--- src/rtl/crcn_pkg.sv ---
`timescale 1ns / 1ps
package crcn_pkg;
  localparam int WORD_W       = 32;
  // control word layout (positions are decoded by the step logic)
  localparam int CTL_M_LSB    = 0;
  localparam int CTL_M_W      = 3;
  localparam int CTL_REV_BIT  = 8;
  localparam int CTL_INV_BIT  = 9;
  localparam int CTL_N_LSB    = 12;
  localparam int CTL_N_W      = 4;
  localparam int CTL_POLY_LSB = 16;
  // derived sizes
  localparam int CRC_MAX  = 1 << CTL_N_W;
  localparam int DATA_MAX = 1 << CTL_M_W;
  localparam int STRM_W   = CRC_MAX + DATA_MAX;
  localparam int STRM_IW  = $clog2(STRM_W);

  typedef logic [CRC_MAX-1:0]  rem_t;
  typedef logic [DATA_MAX-1:0] dat_t;
  typedef logic [STRM_W-1:0]   strm_t;
  typedef logic [CTL_N_W-1:0]  nsel_t;
  typedef logic [CTL_M_W-1:0]  msel_t;

  typedef struct packed {
    nsel_t n_m1;
    msel_t m_m1;
    rem_t  poly;
    logic  rev;
    logic  inv;
  } crc_cfg_t;

  // low n bits set, n = n_m1 + 1
  function automatic rem_t width_mask(input nsel_t n_m1);
    rem_t msk;
    for (int i = 0; i < CRC_MAX; i++) msk[i] = (i <= int'(n_m1));
    return msk;
  endfunction

  // low m bits set, m = m_m1 + 1
  function automatic dat_t chunk_mask(input msel_t m_m1);
    dat_t msk;
    for (int i = 0; i < DATA_MAX; i++) msk[i] = (i <= int'(m_m1));
    return msk;
  endfunction

  // mirror the low m bits of a chunk
  function automatic dat_t reverse_chunk(input dat_t d, input msel_t m_m1);
    dat_t r;
    r = '0;
    for (int i = 0; i < DATA_MAX; i++)
      if (i <= int'(m_m1)) r[i] = d[CTL_M_W'(int'(m_m1) - i)];
    return r;
  endfunction

  // place the chunk against the top of an n-bit remainder
  function automatic rem_t align_chunk(input dat_t d, input nsel_t n_m1, input msel_t m_m1);
    rem_t wide;
    wide = rem_t'(d);
    if (int'(m_m1) > int'(n_m1)) return wide >> (int'(m_m1) - int'(n_m1));
    return wide << (int'(n_m1) - int'(m_m1));
  endfunction

  // one serial division step
  function automatic rem_t crc_bit_step(input rem_t r, input rem_t poly,
                                        input nsel_t n_m1, input logic inb);
    rem_t nx;
    nx = {r[CRC_MAX-2:0], inb};
    if (r[n_m1]) nx = nx ^ poly;
    return nx & width_mask(n_m1);
  endfunction

  // optional complement, truncate, zero-extend
  function automatic logic [WORD_W-1:0] finish_crc(input rem_t r, input nsel_t n_m1,
                                                   input logic inv);
    rem_t v;
    v = inv ? ~r : r;
    v = v & width_mask(n_m1);
    return WORD_W'(v);
  endfunction
endpackage

--- src/rtl/crcn_ctl_decode.sv ---
`timescale 1ns / 1ps
module crcn_ctl_decode
  import crcn_pkg::*;
(
  input  logic [WORD_W-1:0] ctl_word,
  output crc_cfg_t          cfg
);
  nsel_t n_m1;
  logic  unused_ctl;

  assign n_m1 = ctl_word[CTL_N_LSB +: CTL_N_W];

  always_comb begin
    cfg.n_m1 = n_m1;
    cfg.m_m1 = ctl_word[CTL_M_LSB +: CTL_M_W];
    cfg.poly = ctl_word[CTL_POLY_LSB +: CRC_MAX] & width_mask(n_m1);
    cfg.rev  = ctl_word[CTL_REV_BIT];
    cfg.inv  = ctl_word[CTL_INV_BIT];
  end

  assign unused_ctl = ^{ctl_word[CTL_REV_BIT-1:CTL_M_LSB+CTL_M_W],
                        ctl_word[CTL_N_LSB-1:CTL_INV_BIT+1]};
endmodule

--- src/rtl/crcn_operand_prep.sv ---
`timescale 1ns / 1ps
module crcn_operand_prep
  import crcn_pkg::*;
(
  input  crc_cfg_t          cfg,
  input  logic [WORD_W-1:0] data_word,
  input  logic [WORD_W-1:0] seed_word,
  output rem_t              init_rem,
  output strm_t             init_strm
);
  dat_t chunk_raw;
  dat_t chunk;
  rem_t seed_n;
  logic unused_hi;

  assign chunk_raw = data_word[DATA_MAX-1:0] & chunk_mask(cfg.m_m1);
  assign chunk     = cfg.rev ? reverse_chunk(chunk_raw, cfg.m_m1) : chunk_raw;
  assign seed_n    = (seed_word[CRC_MAX-1:0] ^ {CRC_MAX{cfg.inv}}) & width_mask(cfg.n_m1);
  assign init_rem  = align_chunk(chunk, cfg.n_m1, cfg.m_m1) ^ seed_n;
  assign init_strm = strm_t'(chunk) << (int'(cfg.n_m1) + 1);

  assign unused_hi = ^{data_word[WORD_W-1:DATA_MAX], seed_word[WORD_W-1:CRC_MAX]};
endmodule

--- src/rtl/crcn_bit_step.sv ---
`timescale 1ns / 1ps
module crcn_bit_step
  import crcn_pkg::*;
(
  input  rem_t  rem_in,
  input  rem_t  poly,
  input  nsel_t n_m1,
  input  logic  in_bit,
  output rem_t  rem_out
);
  assign rem_out = crc_bit_step(rem_in, poly, n_m1, in_bit);
endmodule

--- src/rtl/crcn_step_unit.sv ---
`timescale 1ns / 1ps
module crcn_step_unit
  import crcn_pkg::*;
(
  input  logic              clk,
  input  logic              rst_n,
  input  logic              start,
  input  logic [WORD_W-1:0] ctl_word,
  input  logic [WORD_W-1:0] data_word,
  input  logic [WORD_W-1:0] seed_word,
  output logic              busy,
  output logic              done,
  output logic [WORD_W-1:0] crc_out
);
  crc_cfg_t dec_cfg;
  rem_t     prep_rem;
  strm_t    prep_strm;

  // latched operation
  nsel_t n_q;
  msel_t m_q;
  rem_t  poly_q;
  logic  inv_q;
  rem_t  rem_q;
  strm_t strm_q;
  msel_t left_q;
  logic  busy_q;
  logic  done_q;
  logic [WORD_W-1:0] res_q;

  // named events
  logic  accept;
  logic  step_en;
  logic  last_step;
  nsel_t step_n;
  msel_t step_m;
  rem_t  step_poly;
  logic  step_inv;
  rem_t  step_rem_in;
  rem_t  step_rem_out;
  strm_t step_strm;
  logic  step_in_bit;
  nsel_t act_n_m1;

  crcn_ctl_decode u_dec (
    .ctl_word (ctl_word),
    .cfg      (dec_cfg)
  );

  crcn_operand_prep u_prep (
    .cfg       (dec_cfg),
    .data_word (data_word),
    .seed_word (seed_word),
    .init_rem  (prep_rem),
    .init_strm (prep_strm)
  );

  assign accept      = start & ~busy_q;
  assign step_en     = accept | busy_q;
  assign step_n      = accept ? dec_cfg.n_m1 : n_q;
  assign step_m      = accept ? dec_cfg.m_m1 : m_q;
  assign step_poly   = accept ? dec_cfg.poly : poly_q;
  assign step_inv    = accept ? dec_cfg.inv  : inv_q;
  assign step_rem_in = accept ? prep_rem     : rem_q;
  assign step_strm   = accept ? prep_strm    : strm_q;
  assign step_in_bit = step_strm[STRM_IW'(step_m)];
  assign last_step   = accept ? (dec_cfg.m_m1 == '0) : (left_q == CTL_M_W'(1));
  assign act_n_m1    = n_q;

  crcn_bit_step u_step (
    .rem_in  (step_rem_in),
    .poly    (step_poly),
    .n_m1    (step_n),
    .in_bit  (step_in_bit),
    .rem_out (step_rem_out)
  );

  always_ff @(posedge clk or negedge rst_n) begin
    if (!rst_n) begin
      n_q    <= '0;
      m_q    <= '0;
      poly_q <= '0;
      inv_q  <= 1'b0;
      rem_q  <= '0;
      strm_q <= '0;
      left_q <= '0;
      busy_q <= 1'b0;
      done_q <= 1'b0;
      res_q  <= '0;
    end else begin
      done_q <= 1'b0;
      if (step_en) begin
        rem_q  <= step_rem_out;
        strm_q <= step_strm << 1;
        if (accept) begin
          n_q    <= dec_cfg.n_m1;
          m_q    <= dec_cfg.m_m1;
          poly_q <= dec_cfg.poly;
          inv_q  <= dec_cfg.inv;
          left_q <= dec_cfg.m_m1;
        end else begin
          left_q <= left_q - CTL_M_W'(1);
        end
        if (last_step) begin
          busy_q <= 1'b0;
          done_q <= 1'b1;
          res_q  <= finish_crc(step_rem_out, step_n, step_inv);
        end else begin
          busy_q <= 1'b1;
        end
      end
    end
  end

  assign busy    = busy_q;
  assign done    = done_q;
  assign crc_out = res_q;
endmodule

--- config.mk ---
export PLATFORM = sky130hd
export DESIGN_NAME = crcn_step_unit
export DESIGN_NICKNAME = d
export VERILOG_FILES = /design/src/rtl/crcn_pkg.sv /design/src/rtl/crcn_ctl_decode.sv /design/src/rtl/crcn_operand_prep.sv /design/src/rtl/crcn_bit_step.sv /design/src/rtl/crcn_step_unit.sv
export SDC_FILE = /design/constraint.sdc
export NUM_CORES = 1
export LEC_CHECK = 0
export ABC_AREA = 0
export BUFFER_PORTS_ARGS = -buffer_cell sky130_fd_sc_hd__buf_4
export CORE_ASPECT_RATIO = 1.4
export CORE_MARGIN = 1
export CORE_UTILIZATION = 60
export DETAILED_ROUTE_END_ITERATION = 12
export MAX_ROUTING_LAYER = met4
export PLACE_DENSITY = 0.95
export SETUP_SLACK_MARGIN = 0.02
export SLEW_MARGIN = 25
export SYNTH_ARGS = -nofsm -noshare
export SYNTH_HDL_FRONTEND = slang
export SYNTH_SLANG_ARGS = --single-unit
--- constraint.sdc ---
create_clock -name clk -period 9.3 [get_ports clk]
set_input_delay 1.86 -clock clk [delete_from_list [all_inputs] [get_ports clk]]
set_output_delay 1.86 -clock clk [all_outputs]
set_load 0.01 [all_outputs]
# Yosys cells after proc, flatten, opt, wreduce, memory -nomap -nowiden
# Cells that the tools add are included.
[totals]
output_inout_bits = 34
ff_bits = 68
elab_cells = 139
input_bits = 99
[op_classes]
n_addsub = 11
n_lt_le_gt_ge = 48
muxes = 52
shift = 3
n_reduce_logical = 2
bitwise = 12
n_eq_ne = 1
[ops]
columns = ["cell", "n"]
rows = [
  ["16-bit 2-to-1 mux", 6],
  ["16-bit AND", 4],
  ["4-bit <= comparator (first input constant)", 16],
  ["16-bit bitwise XOR", 3],
  ["3-bit by 5-bit less-than comparator with 1-bit output (second input constant)", 8],
  ["3-bit by 4-bit <= comparator with 1-bit output (first input constant)", 8],
  ["8-bit by 32-bit << shifter with 16-bit output", 1],
  ["8-bit by 32-bit right shift with 16-bit output", 1],
  ["1-bit 2-to-1 mux", 31],
  ["1-bit binary-select mux with 3-bit select", 9],
  ["2-bit by 4-bit <= comparator with 1-bit output (first input constant)", 4],
  ["8-bit 2-to-1 mux", 2],
  ["16-bit inverter", 1],
  ["3-bit <= comparator (first input constant)", 4],
  ["3-bit subtractor (second input constant)", 4],
  ["8-bit AND", 1],
  ["1-bit by 4-bit <= comparator with 1-bit output (first input constant)", 2],
  ["8-bit by 5-bit << shifter with 8-bit output", 1],
  ["2-bit by 3-bit <= comparator with 1-bit output (first input constant)", 2],
  ["3-bit by 6-bit less-than comparator with 1-bit output (second input constant)", 1],
  ["3-bit 2-to-1 mux", 2],
  ["3-bit by 1-bit subtractor with 3-bit output (second input constant)", 2],
  ["3-bit by 2-bit subtractor with 3-bit output (second input constant)", 2],
  ["4-bit by 1-bit adder with 5-bit output (second input constant)", 1],
  ["other kinds (13)", 13],
]

# Longest topological paths before layout
# Gate-level depths: netlist (run 1).
[depth]
depth_word = 19
mapped_depth = 21
mapped_depth_nobuf = 17

# Cells and area by module
# Synthesis (run 1) repeated with hierarchy kept, for this count alone.
[unflattened]
hier_cells = 938
hier_area_um2 = 7259.5
[by_module_without_submodules]
columns = ["mod", "seq_area_each_um2", "cells_per_inst", "n_inst", "area_each_um2"]
rows = [
  ["crcn_step_unit", 1701.6, 371, 1, 3494.6],
  ["crcn_operand_prep", 0.0, 426, 1, 2845.2],
  ["crcn_bit_step", 0.0, 100, 1, 660.6],
  ["crcn_ctl_decode", 0.0, 41, 1, 259.0],
]

# Worst setup path before layout (run 1)
# Ideal clock, no wire load.
[synth_path]
path_kind = "input to register"
from = "in ctl_word[13]"
to = "reg res_q[14], in the netlist crc_out[14]"
cell_stages = 15
setup_ns = 0.122
path_slack_ns = 3.235
t_required_ns = 9.178
t_arrival_ns = 5.943
path_buffers = 2
cell_sequence = "clkbuf_1 -> inv_1 -> fa_1 -> nand2b_1 -> a21oi_1 -> a22oi_4 -> a2111oi_2 -> nor4_1 -> or3_1 -> a221o_1 -> o311a_1 -> buf_6 -> nor3b_4 -> xnor3_1 -> a32o_1"
[synth_between]
elab_chain_len = 13
elab_cells_between_ends = 38
cone_classes = "2 x add/sub; 17 x order compare; 2 x shift; 10 x mux; 7 x bitwise"
[synth_rtl]
columns = ["item", "line_no", "rtl"]
rows = [
  ["start, declared", "crcn_step_unit.sv:8", "input logic [WORD_W-1:0] ctl_word,"],
  ["3-bit by 4-bit subtractor with 5-bit output", "crcn_pkg.sv:59", "if (int'(m_m1) > int'(n_m1)) return wide >> (int'(m_m1) - int'(n_m1));"],
  ["8-bit by 32-bit right shift with 16-bit output", "crcn_pkg.sv:59", ""],
  ["16-bit 2-to-1 mux", "crcn_pkg.sv:59", ""],
  ["16-bit 2-to-1 mux", "crcn_pkg.sv:60", "return wide << (int'(n_m1) - int'(m_m1));"],
  ["16-bit bitwise XOR", "crcn_operand_prep.sv:19", "assign init_rem = align_chunk(chunk, cfg.n_m1, cfg.m_m1) ^ seed_n;"],
  ["16-bit 2-to-1 mux", "crcn_step_unit.sv:64", "assign step_rem_in = accept ? prep_rem : rem_q;"],
  ["1-bit binary-select mux with 4-bit select", "crcn_pkg.sv:68", "if (r[n_m1]) nx = nx ^ poly;"],
  ["1-bit 2-to-1 mux (not written as such)", "crcn_pkg.sv:68", ""],
  ["16-bit 2-to-1 mux", "crcn_pkg.sv:68", ""],
  ["16-bit AND", "crcn_pkg.sv:69", "return nx & width_mask(n_m1);"],
  ["16-bit inverter", "crcn_pkg.sv:76", "v = inv ? ~r : r;"],
  ["16-bit 2-to-1 mux", "crcn_pkg.sv:76", ""],
  ["16-bit AND *", "crcn_pkg.sv:77", "v = v & width_mask(n_m1);"],
  ["end signal, assigned", "crcn_step_unit.sv:107", "res_q <= finish_crc(step_rem_out, step_n, step_inv);"],
  ["end, declared", "crcn_step_unit.sv:29", "logic [WORD_W-1:0] res_q;"],
]
# Every way passes the cells marked *; elsewhere a longest branch is shown, timed or not. The select of a mux whose other input is x is not followed.
# A chain may end at the register's enable or synchronous reset.

# Final worst setup path (run 1)
[layout_path]
from = "in ctl_word[12]"
to = "reg res_q[15], in the netlist crc_out[15]"
# Same word-level chain as after synthesis.

==> impl.org, run 1 <==
** Cells and area
- Once layout is done, the placed cells without fillers occupy ~8000 um^2.
- Proportion of layout cells with a drive suffix above 1 :: around 14%
- Number of antenna cells inserted :: 0
- Area taken by multi-input logic gates :: about 5100 um^2
- Across the whole layout, storage elements account for roughly 1700 um^2.
- Counting the fill cells in the layout gives 935.
- In the final design database the tool counted about 1100 nets.
- Relative to the synthesized area, the layout overhead comes to 10.52%.

** Drt
- Number of nets with antenna violations after detailed routing :: 0
- Detailed-route DRC error count :: 0
- Total Routed Length :: 23.34 mm
- Violation count after the first detailed-routing iteration :: approximately 800
- Wire length per cell after detailed routing :: 21.24 um
- Vias after detailed routing :: ~7500
- Initial DRT Pass Iterations :: 6
- Average via count per standard cell :: ~6.8

** Synth
- In this run the cell area of the synthesized design comes to between 7000 and 8000 um^2.
- Mux contribution to synthesized area :: 2.166%
- Averaged over all synthesized cells, the footprint is 7.916 um^2.
- Share of synthesized cell area in and, or, nand and nor gates :: between 20% and 30%
- Area fraction in compound gates after synthesis :: between 20% and 30%
- By area the synthesized netlist is led by sky130_fd_sc_hd__dfrtp_1 (24%), sky130_fd_sc_hd__nand2_1 (6.9%), sky130_fd_sc_hd__xnor3_1 (4.4%).
- Post-synth EDFFs :: 0
- Synthesis produced a netlist whose cell count is between 900 and 1000.
- After Yosys synthesis, XOR and XNOR cells account for about a tenth of the synthesized area.
- Adder-cell share of the synthesized area :: under 10%
- Cell taking the most area after synthesis :: sky130_fd_sc_hd__dfrtp_1
- Share of synthesized flip-flops with an asynchronous set or reset :: 100.0%
- Register area share after synthesis :: a little under a quarter
- Top_reg_cell synth :: sky130_fd_sc_hd__dfrtp_1
- The Yosys step of the flow raised 0 warnings.
- Synth cell types :: 90
- The synthesized design contains slightly below 70 register bits.
- After synthesis, the largest area contributor takes up 23.57% of total cell area.
- After synthesis, the largest family of logic cells by area is compound AO/OA/AOI/OAI gates.

** GRT
- Global routing consumed, over all layers together, about two fifths of the routing resources.
- GRT Residual Overflow :: 0
- Global-route wire length before repair :: around 37 mm
- The number of global-route vias before repair is around 7100.
- Maximum number of pins on one net before global-route repair :: approximately 70
- The number of antenna violations at the first check in global routing is 0.

** Clock tree
- Clock Path Buffers :: 2
- The clock tree synthesis step divided the H-tree into 3 levels.
- Clock tree from TritonCTS :: yes
- Hold repair after CTS inserted 0 buffers.
- Worst-Skew Late Latency :: 0.34 ns
- Post-CTS repair changed the size of 0 cells.
- Root Driver :: sky130_fd_sc_hd__clkbuf_16
- Clock-pin slew was measured on the worst setup and hold paths at 0.05 ns.
- CTS saw slightly below 70 sinks.
- Number of buffers inserted by post-CTS setup repair :: 0
- Number of CTS-inserted buffers :: 9

** Power
- Combinational cell fraction of total power :: between 50% and 60%
- Cell internal power was estimated by the tool at roughly 1.1 mW.
- Maximum resistive drop on vdd :: between 0.2 and 0.25 mV
- Of the total power, the clock network draws between 10% and 20%.
- Of the total power, registers draw a little under a quarter.
- Power comes to slightly above 2 mW.
- In this run the power spent charging and discharging nets is around 0.9 mW.
- Leak Pwr :: 3.468 nW
- Cell Pwr Density :: between 200 and 300 nW/um^2
- In this run switching power makes up roughly 45% of total power.

** Timing
- Max-slew headroom :: between 30% and 40%
- Final setup TNS :: 0 ns
- Setup violations remaining at the end of the flow were counted as 0.
- Setup repair after global routing missed its margin :: false
- Final Hold Violating Endpoints :: 0
- Worst clock skew on the final layout :: approximately 0.0052 ns
- The worst path uses 80.46% of the clock period.
- At the pin with the least slew margin, the transition time is 1.013 ns.
- The final count of pins violating max slew was 0.
- The routed design could run at a clock period as short as 7.483 ns.
- Highest clock rate :: 133.6 MHz
- Hold timing on the final database bottoms out at a slack of approximately 0.47 ns.

** Floorplanning
- Total Die Area :: between 10000 and 15000 um^2
- Core area :: between 10000 and 15000 um^2
- Site row count :: 47
- Num ports :: 133
- Die Height :: about 130 um
- Chip width :: between 90 and 100 um
- The initial utilization of the core area, before any placement, comes to 61.38%.

** Hold path
- Destination of the worst hold path :: poly_q[2]
- Path category of the worst min-delay check :: flop to flop
- Along the worst hold path, the cell count comes to 2.
- Min-Delay Startpoint :: poly_q[2]

** Critical path
- Launch point of the critical path :: ctl_word[12]
- Number of cell instances on the worst register-to-register path :: 13
- Origin of the critical flop-to-flop path :: busy
- Capturing element type of the critical path :: flop
- For the worst setup path, the data required time is 9.52 ns.
- In this run the worst path has a maximum fanout of 22.
- Type of element launching the critical path :: primary input
- End of the worst register-to-register path :: crc_out[15]
- Worst setup path category :: primary input to flop
- The worst register-to-register path has a setup slack of ~4.7 ns.
- Endpoint arrival time on the critical path :: just under 8 ns

** Run status
- Outcome :: completed

** Run
- Max-cap violations in this run came to 0.

** Placement
- The placed instances occupy a cell area of around 7700 um^2.
- Number of I/O port buffers :: 69
- Sum of net half-perimeters after detailed placement :: approximately 17 mm
- Placer Congestion :: 0.9874
synthesized netlist by cell type, types with 11 or more instances:
master and count:
sky130_fd_sc_hd__ha_1 21, sky130_fd_sc_hd__xor2_1 17, sky130_fd_sc_hd__nand2_1 132, sky130_fd_sc_hd__nor2_1 75, sky130_fd_sc_hd__o21ai_0 43, sky130_fd_sc_hd__xnor3_1 14
sky130_fd_sc_hd__nand4_1 11, sky130_fd_sc_hd__nand3_1 37, sky130_fd_sc_hd__a21oi_1 58, sky130_fd_sc_hd__buf_4 18, sky130_fd_sc_hd__o31ai_1 21, sky130_fd_sc_hd__xnor2_1 28
sky130_fd_sc_hd__nor3b_2 12, sky130_fd_sc_hd__a211oi_1 15, sky130_fd_sc_hd__inv_1 34, sky130_fd_sc_hd__dfrtp_1 68, sky130_fd_sc_hd__nor2b_1 13, sky130_fd_sc_hd__nor3_1 27
sky130_fd_sc_hd__clkbuf_1 31
sequential cells by signal, summed over array words and instances (netlist names):
name,count
strm_q,7
crc_out,16
left_q,3
poly_q,16
rem_q,16
m_q,3
act_n_m1,4
done,1
busy,1
inv_q,1
logic make-up after synthesis:
family                   count (synthesis)
buffers and inverters                  103
XOR/XNOR                                60
other                                    1
multiplexers                            15
AND/OR/NAND/NOR                        369
AO/OA/AOI/OAI                          273
flip-flops                              68
adder cells (fa/ha/maj)                 23
critical path, cell delays in order:
cell and delay (ns):
sky130_fd_sc_hd__buf_4 0.23, sky130_fd_sc_hd__clkinv_1 0.36, sky130_fd_sc_hd__ha_1 0.34, sky130_fd_sc_hd__fa_1 0.44, sky130_fd_sc_hd__nand2b_1 0.30, sky130_fd_sc_hd__nand2_1 0.36
sky130_fd_sc_hd__o21ai_0 0.15, sky130_fd_sc_hd__a41oi_1 0.42, sky130_fd_sc_hd__nor3_1 0.11, sky130_fd_sc_hd__a2111oi_0 0.81, sky130_fd_sc_hd__or4_1 0.26, sky130_fd_sc_hd__nand3_1 0.09
sky130_fd_sc_hd__a31oi_1 0.24, sky130_fd_sc_hd__nand3_2 0.53, sky130_fd_sc_hd__nor3b_2 0.62, sky130_fd_sc_hd__xnor3_1 0.29, sky130_fd_sc_hd__a32o_1 0.27
routing by layer:
layer  global-route usage (%)  vias to the layer above  share of wire (%)
met1                    45.78                     3453                 37
met2                    62.31                      488                 48
met4                    26.09                        0                7.5
met3                    5.190                      132                7.5
li1                         -                     3387                  -
met5                        -                        -                  0
area by class of cell:
class | instances | share of cell area, %
Tap cell | 147 | 2.305
Inverter | 36 | 1.694
Clock inverter | 1 | 0.3764
Timing Repair Buffer | 76 | 7.151
Clock buffer | 15 | 3.356
Sequential cell | 68 | 21.33
Multi-Input combinational cell | 756 | 63.79
per-stage QoR:
step | std cells | worst slack, ns | utilization (%)
2_1_floorplan | 927 | 3.235 | -
3_3_place_gp | 1083 | 1.709 | 65.30
3_5_place_dp | 1083 | 1.549 | 65.30
4_1_cts | 1099 | 1.859 | 67.83
5_1_grt | 1099 | 1.650 | 67.84
6_report | 1099 | 1.817 | 67.84
worst max-delay path by stage:
stage             endpoint  slack [ns]  cells past startpoint
2_1_floorplan  crc_out[14]        3.24                     15
3_3_place_gp   crc_out[13]        1.71                     17
3_5_place_dp   crc_out[13]        1.55                     17
4_1_cts        crc_out[13]        1.86                     17
5_1_grt        crc_out[15]        1.65                     17
6_report       crc_out[15]        1.82                     17
power groups by stage:
stage                     sequential [mW]  combinational, mW  clock, mW
final                               0.481               1.23      0.344
after global placement              0.473               1.14          0
after CTS                           0.478               1.20      0.345
after floorplan                     0.466              0.906          0
after global routing                0.489               1.31      0.357
after detailed placement            0.480               1.18          0
placed cells by master, fill, tap and decap left out, types with 14 or more instances in the layout:
cell                       count
sky130_fd_sc_hd__nor3_1       27
sky130_fd_sc_hd__xnor2_1      28
sky130_fd_sc_hd__a211oi_1     15
sky130_fd_sc_hd__xor2_1       17
sky130_fd_sc_hd__nand2_1     131
sky130_fd_sc_hd__nand3_1      37
sky130_fd_sc_hd__o21ai_0      43
sky130_fd_sc_hd__buf_4        76
sky130_fd_sc_hd__a21oi_1      58
sky130_fd_sc_hd__ha_1         21
sky130_fd_sc_hd__inv_1        34
sky130_fd_sc_hd__xnor3_1      14
sky130_fd_sc_hd__nor2_1       75
sky130_fd_sc_hd__dfrtp_1      68
sky130_fd_sc_hd__o31ai_1      21
sky130_fd_sc_hd__conb_1       16
(Power assumes the default switching activity.)
==> run 2: changes to the inputs <==
--- a/config.mk
+++ b/config.mk
@@ -9,10 +9,10 @@
 export BUFFER_PORTS_ARGS = -buffer_cell sky130_fd_sc_hd__buf_4
 export CORE_ASPECT_RATIO = 1.4
 export CORE_MARGIN = 1
-export CORE_UTILIZATION = 60
+export CORE_UTILIZATION = 52
 export DETAILED_ROUTE_END_ITERATION = 12
 export MAX_ROUTING_LAYER = met4
-export PLACE_DENSITY = 0.95
+export PLACE_DENSITY = 0.89
 export SETUP_SLACK_MARGIN = 0.02
 export SLEW_MARGIN = 25
 export SYNTH_ARGS = -nofsm -noshare
==> constraint.sdc (replaced) <==
create_clock -name clk -period 6.3 [get_ports clk]
set_input_delay 1.26 -clock clk [delete_from_list [all_inputs] [get_ports clk]]
set_output_delay 1.26 -clock clk [all_outputs]
set_load 0.01 [all_outputs]
==> run 2 against run 1 <==
Total power rose by 49%. Sequential power grew 47%. Core utilization is 6.1 points lower. Wire length up 1.4%. Global-route usage down 4.7 points. Via count is 0.54% higher. Non-clock buffer count increased by 36. Clock power rose by 36%. Highest routed layer unchanged. Critical endpoint is now crc_out[13]. Worst setup slack got worse by 1.4 ns. Clock-buffer cell count fell by 3.
==> impl.org, run 2 (same netlist as run 1, synthesis figures left out) <==
** Critical path
- Counting buffers and inverters, the worst setup path is 17 cells deep.
- Type of element launching the critical path :: primary input
- Worst setup path category :: primary input to flop
- STA puts the critical path data arrival time at ~6 ns.
- The slowest stage of the critical path belongs to the cell sky130_fd_sc_hd__a221oi_1.
- Required time at the endpoint of the critical path :: between 6 and 7 ns
- In this run the critical register-to-register path is launched from busy.
- Traced cell by cell, the critical path runs through buf_4, inv_1, ha_1, a221oi_1, nor2b_1, o211ai_1, o21ai_0, a22oi_1, mux2i_1, a2111oi_0, nor3_1, and3_1, o311a_1, buf_12, nor3b_2, xnor3_1, a32o_1.
- STA classifies the critical path endpoint as a flop.
- Worst Path Buf+Inv :: 3
- In this design, the largest share of critical-path delay is due to compound AO/OA/AOI/OAI gates.
- The worst register-to-register path ends at crc_out[13].
- In this run the register-to-register setup slack is ~2.2 ns.
- Maximum fanout along the worst path :: 20
- Number of cell instances on the worst register-to-register path :: 11
- Largest stage delay, worst path :: 0.60 ns

** Cells and area
- Counting the fill cells in the layout gives ~1100.
- Leaving out fill and tap cells, the most frequent cell in the layout is sky130_fd_sc_hd__nand2_1.
- Cells with a size suffix above 1 make up between 10% and 20% of the layout.
- Highest-count cells in the layout ignoring fill and taps :: sky130_fd_sc_hd__nand2_1 (131), sky130_fd_sc_hd__buf_4 (110), sky130_fd_sc_hd__nor2_1 (74)
- After routing the design area is roughly 8300 um^2.
- Nets@finish :: 1105
- 0 antenna diodes ended up in the layout.
- Relative to the synthesized area, the layout overhead comes to 14.99%.

** Placement
- Placer Congestion :: approximately 1
- Buffers placed on the I/O ports in this run total roughly 70.
- Post-detailed-placement cell area :: 8021 um^2
- Sum of net half-perimeters after detailed placement :: roughly 18 mm

** Drt
- Using the TritonRoute via totals, the vias-per-cell ratio works out to between 6 and 7.
- Detailed-route DRC error count :: 0
- The pre-antenna-repair detailed-routing pass consisted of 5 iterations.
- In the final routed layout, each cell accounts on average for between 20 and 25 um.
- In this run, the number of DRC markers left after iteration 0 of detailed routing was roughly 730.
- Total Routed Length :: roughly 24 mm
- Number of nets with antenna violations after detailed routing :: 0
- Vias after detailed routing :: 7500

** GRT
- Across every metal layer, demand over resource in global routing totals approximately 35%.
- Summed over all layers, the global routing overflow is 0.
- Global-route wire length before repair :: ~37 mm
- Antenna violations before repair :: 0
- Entering global routing, the biggest net connects 69 pins.
- Via count of the first global-routing pass :: around 7000

** Clock tree
- # clock sinks :: 68
- CTS H-tree lvls :: 3
- Cts-stage hold buffer count :: 0
- After clock tree synthesis, the clock-pin slew on the worst setup and hold paths is around 0.050 ns.
- The number of clock buffers added by TritonCTS is 9.
- Resized Gates After CTS :: 0
- At the later pin of the worst-skew pair, clock insertion delay measures 0.34 ns.
- In this run the deepest clock path goes through 2 buffers.
- Number of buffers inserted by post-CTS setup repair :: 0
- Clock tree from TritonCTS :: yes
- Root Driver :: sky130_fd_sc_hd__clkbuf_16

** Power
- Cell Pwr Density :: between 300 and 400 nW/um^2
- Power comes to approximately 3 mW.
- Maximum resistive drop on vdd :: between 0.2 and 0.3 mV
- Leak Pwr :: about 3.6 nW

** Run status
- The flow ran to the end, and the final reports show no timing, DRC or antenna violations.

** Timing
- Adding up every negative setup slack in the final design gives 0 ns.
- The smallest clock period supported by the final layout is computed as 5.845 ns.
- Setup violation total in the final timing report :: 0
- Worst clock skew on the final layout :: 0.01002 ns
- Derived from the worst setup path, the maximum achievable clock frequency is approximately 170 MHz.
- The number of endpoints with negative hold slack in the final report is 0.
- At the pin with the least slew margin, the transition time is 0.9543 ns.
- Setup repair after global routing missed its margin :: false
- Final number of max-transition violations :: 0
- The worst pin sits at a relative slew slack of 35.38%.
- Final clock period utilization by the worst path :: between 90 and 100%

** Floorplanning
- The die covers ~14000 um^2.
- 133 I/O pins were placed.
- In this run the horizontal extent of the chip is roughly 100 um.
- The die is 141.4 um tall.
- Core area :: between 10000 and 15000 um^2
- Site row count :: 50
- The initial utilization of the core area, before any placement, comes to 53.67%.

** Hold path
- The worst hold path begins at poly_q[7].
- Destination of the worst hold path :: poly_q[7]
- Number of cells traversed by the worst hold path :: 2
- Path category of the worst min-delay check :: flop to flop

** Run
- Number of max-capacitance violations reported :: 0
[run 2: cell count changes in the layout (fill, tap and decap cells not counted)]
cell | before | now
sky130_fd_sc_hd__buf_4 | 76 | 110
sky130_fd_sc_hd__o311a_1 | 1 | 2
sky130_fd_sc_hd__o311a_2 | 1 | 0
sky130_fd_sc_hd__nor2_2 | 0 | 1
sky130_fd_sc_hd__clkbuf_1 | 4 | 1
sky130_fd_sc_hd__clkinv_2 | 0 | 3
sky130_fd_sc_hd__bufinv_16 | 1 | 0
sky130_fd_sc_hd__buf_12 | 0 | 2
sky130_fd_sc_hd__nor2_1 | 75 | 74
sky130_fd_sc_hd__clkinv_4 | 0 | 1
[run 2: worst max-delay path by stage]
stage	from	slack (ns)	end
2_1_floorplan	ctl_word[13]	0.84	crc_out[14]
5_1_grt	ctl_word[1]	0.16	crc_out[13]
6_report	ctl_word[1]	0.45	crc_out[13]
4_1_cts	ctl_word[0]	0.60	crc_out[13]
3_5_place_dp	ctl_word[0]	0.29	crc_out[14]
3_3_place_gp	ctl_word[0]	0.37	crc_out[13]
[run 2: per-layer routing]
| layer | part of all wire [%] | global-route usage [%] | up-vias |
|---|---|---|---|
| met5 | 0 | - | - |
| met4 | 6.9 | 21.21 | 0 |
| met3 | 6.2 | 3.399 | 111 |
| met2 | 49 | 57.79 | 427 |
| met1 | 38 | 39.68 | 3506 |
| li1 | - | - | 3456 |
[run 2: per-stage QoR]
stage,utilization [%],cells,hold WS [ns],setup WS (ns)
after global placement,59.64,1154,0.4377,0.3696
after detailed placement,59.64,1154,0.4445,0.2928
after global routing,61.72,1170,0.4759,0.1606
after CTS,61.72,1170,0.4560,0.5989
final,61.72,1170,0.4564,0.4550
after floorplan,-,927,0.4253,0.8351
[run 2: worst register-to-register path: stages, from the launching register on]
cell                       delay (ns)
sky130_fd_sc_hd__dfrtp_1         0.48
sky130_fd_sc_hd__inv_1           0.18
sky130_fd_sc_hd__nand2_2         0.39
sky130_fd_sc_hd__buf_4           0.41
sky130_fd_sc_hd__nand2_1         0.11
sky130_fd_sc_hd__a21boi_0        0.64
sky130_fd_sc_hd__inv_1           0.42
sky130_fd_sc_hd__o311a_1         0.25
sky130_fd_sc_hd__buf_12          0.18
sky130_fd_sc_hd__nor3b_2         0.30
sky130_fd_sc_hd__xnor3_1         0.36
sky130_fd_sc_hd__a32o_1          0.26
[run 2: cell type report]
class	count	area [um^2]	area share, %
clock buffers	12	256.5	3.090
clock inverters	4	23.77	0.2864
inverters	36	135.1	1.628
multi-input cells	756	5091	61.33
flip-flops and latches	68	1702	20.50
well taps	182	227.7	2.743
repair buffers	112	865.8	10.43
[run 2: power breakdown]
group	internal (mW)	switching, mW
clock	0.286	0.183
combinational	0.817	1.07
sequential	0.601	0.107
==> run 3: changes to the inputs <==
--- a/config.mk
+++ b/config.mk
@@ -7,7 +7,7 @@
 export LEC_CHECK = 0
 export ABC_AREA = 0
 export BUFFER_PORTS_ARGS = -buffer_cell sky130_fd_sc_hd__buf_4
-export CORE_ASPECT_RATIO = 1.4
+export CORE_ASPECT_RATIO = 1.5
 export CORE_MARGIN = 1
 export CORE_UTILIZATION = 52
 export DETAILED_ROUTE_END_ITERATION = 12
==> run 3 against run 2 <==
The run now ends with DRC left. Die area hardly changed. Sequential share of layout area is 0.49 points lower. Worst hold slack better by 0.017 ns. Final cell count is 0.17% higher. Total power is 7.5% higher. Design area is 2.4% higher.
==> impl.org, run 3 (same netlist as run 1, synthesis figures left out) <==
** Drt
- Detailed-route DRC error count :: 2
- Average via count per standard cell :: roughly 6.6
- The count of nets left with antenna violations once routing finished came out at 0.
- The final layout contains routed wiring with a total length of approximately 25 mm.
- Wire length per cell after detailed routing :: around 21 um
- Vias after detailed routing :: between 7000 and 8000
- Initial DRT Pass Iterations :: 12
- Violation count after the first detailed-routing iteration :: approximately 770

** Critical path
- In this design, the largest share of critical-path delay is due to compound AO/OA/AOI/OAI gates.
- Worst Path Buf+Inv :: 5
- By instance count, the cell type seen most on the critical path is sky130_fd_sc_hd__buf_4.
- Largest stage delay, worst path :: roughly 0.4 ns
- Data on the critical path is required at its endpoint by 6.53 ns.
- Worst setup path category :: primary input to flop
- The worst setup path is launched from a primary input.
- The critical path goes through buf_4, inv_1, ha_1, nor2b_1, a21oi_2, o21ai_1, o21ai_0, buf_4, nor3_1, o21ai_0, a2111oi_0, nor3_1, and3_1, o311a_1, buf_12, buf_4, nor3b_2, xnor3_1, a32o_1.
- For the worst setup path, the data arrival time is 6.15 ns.
- Capturing element type of the critical path :: flop
- Worst path slowest cell :: sky130_fd_sc_hd__nor2b_1
- Along the worst path, the maximum fanout reaches 16.

** Clock tree
- Worst-Skew Late Latency :: between 0.3 and 0.4 ns
- In this run the post-CTS setup repair buffer count came out at 0.
- The number of hold buffers added after CTS was 0.
- Clock tree synthesis inserted a total of 9 buffers.
- In this run, post-CTS repair resized a total of 0 instances.
- Clock tree from TritonCTS :: yes
- Clock tree synthesis selected as its root buffer the cell sky130_fd_sc_hd__clkbuf_16.
- CTS saw 68 sinks.
- After clock tree synthesis, the clock-pin slew on the worst setup and hold paths is approximately 0.05 ns.
- The clock tree synthesis step divided the H-tree into 3 levels.
- Clock Path Buffers :: 2

** GRT
- The first global-routing pass estimated just under 40 mm of wire.
- Met2 GRT Util :: approximately 61%
- GRT Residual Overflow :: 0
- Global route hottest layer :: met2
- Total routing usage reported by global routing :: a little over a third
- Maximum number of pins on one net before global-route repair :: 69
- The number of antenna violations at the first check in global routing is 0.
- GR Util met1 :: 39.81%
- Via count of the first global-routing pass :: 7543
- Met3 GRT Util :: about 4.5%

** Run
- Number of max-capacitance violations reported :: 0

** Cells and area
- Proportion of layout cells with a drive suffix above 1 :: just under 20%
- In the layout the commonest cells are sky130_fd_sc_hd__buf_4 (132), sky130_fd_sc_hd__nand2_1 (131), sky130_fd_sc_hd__nor2_1 (74).
- Number of antenna cells inserted :: 0
- For this run, the post-layout net count is approximately 1100.
- Area delta synth->final :: 17.78%
- Finished Core Util :: between 60 and 70%
- Most frequent standard cell in the layout excluding fill and tap cells :: sky130_fd_sc_hd__buf_4
- Number of filler cells placed in the layout :: around 1100

** Timing
- Final Hold Violating Endpoints :: 0
- Slew at the pin with the worst max-slew slack :: roughly 0.87 ns
- The worst pin sits at a relative slew slack of a little over two fifths.
- The worst path needs between 5 and 6 ns of the cycle, external delays included.
- Final number of max-transition violations :: 0
- After routing, the total negative slack on setup checks comes to 0 ns.
- Setup repair after global routing left no endpoint under its margin.
- Final clock period utilization by the worst path :: a little over nine tenths
- Setup violation total in the final timing report :: 0
- Worst clock skew on the final layout :: 0.006947 ns
- Derived from the worst setup path, the maximum achievable clock frequency is 168.9 MHz.

** Power
- Maximum resistive drop on vdd :: 0.2989 mV
- Cell Pwr Density :: 386.9 nW/um^2
- Overall power consumption after layout is estimated at between 3 and 4 mW.
- Leak Pwr :: 3.784 nW

** Floorplanning
- In this run the count of I/O pins placed on the die edge is 133.
- The floorplan has 52 rows.
- In this run the vertical extent of the chip is ~150 um.
- After floorplanning, the core was sized to cover around 14000 um^2.
- Initial core utilization :: 53.35%
- Total Die Area :: 14370 um^2
- The die is around 100 um wide.

** Placement
- Sum of net half-perimeters after detailed placement :: 18.61 mm
- Number of I/O port buffers :: 69
- Routability-driven placement finished with a final weighted congestion of slightly above 1.

** Hold path
- In this run the worst hold path is classified as flop to flop.

** Run status
- The run finished, with violations left.
- The final reports fail on DRC.
run 3: worst paths after layout:
check	slack (ns)	start	cells after the start	to
setup / recovery	0.38	ctl_word[1]	19	crc_out[15]
hold / removal	0.47	poly_q[7]	2	poly_q[7]
setup reg to reg	2.06	busy	14	crc_out[13]
hold reg to reg	0.47	poly_q[7]	2	poly_q[7]
max in group asynchronous	4.69	rst_n	1	m_q[0]
min in group asynchronous	1.02	rst_n	1	rem_q[14]
run 3: routing by layer:
metal	part of all wire, %	vias up
met3	6.5	137
li1	-	3514
met5	0	-
met1	36	3652
met4	7.1	0
met2	50	466
run 3: layout make-up:
type	count	area, um^2	area share (%)
Multi-Input combinational cell	756	5091	59.87
Sequential cell	68	1702	20.01
Timing Repair Buffer	134	1031	12.12
Clock buffer	10	229.0	2.693
Inverter	36	135.1	1.589
Clock inverter	6	112.6	1.324
Tap cell	162	202.7	2.384
run 3: worst reg2reg max path, stage by stage (launching register included):
cell and delay (ns):
sky130_fd_sc_hd__dfrtp_1 0.49, sky130_fd_sc_hd__inv_1 0.22, sky130_fd_sc_hd__nand2_2 0.33, sky130_fd_sc_hd__nand2_1 0.16, sky130_fd_sc_hd__a21boi_1 0.55, sky130_fd_sc_hd__clkinv_1 0.46, sky130_fd_sc_hd__o2111ai_1 0.23, sky130_fd_sc_hd__inv_1 0.08
sky130_fd_sc_hd__o21a_1 0.17, sky130_fd_sc_hd__a31oi_1 0.16, sky130_fd_sc_hd__nand3_2 0.12, sky130_fd_sc_hd__buf_12 0.19, sky130_fd_sc_hd__nor3b_2 0.31, sky130_fd_sc_hd__xnor3_1 0.39, sky130_fd_sc_hd__a32o_1 0.27
run 3: power by group:
group | leakage, nW | internal (mW) | switching (mW)
Sequential | 0.886 | 0.601 | 0.113
Clock | 0.167 | 0.387 | 0.199
Combinational | 2.73 | 0.879 | 1.11
run 3: per-stage QoR:
step | instances | worst slack [ns] | hold WS [ns] | instance area [um^2]
2_1_floorplan | 927 | 0.8351 | 0.4253 | 7276
3_3_place_gp | 1156 | 0.2327 | 0.4397 | 8162
3_5_place_dp | 1156 | 0.1456 | 0.4468 | 8162
4_1_cts | 1172 | 0.4922 | 0.4624 | 8503
5_1_grt | 1172 | 0.1850 | 0.4732 | 8503
6_report | 1172 | 0.3782 | 0.4730 | 8503
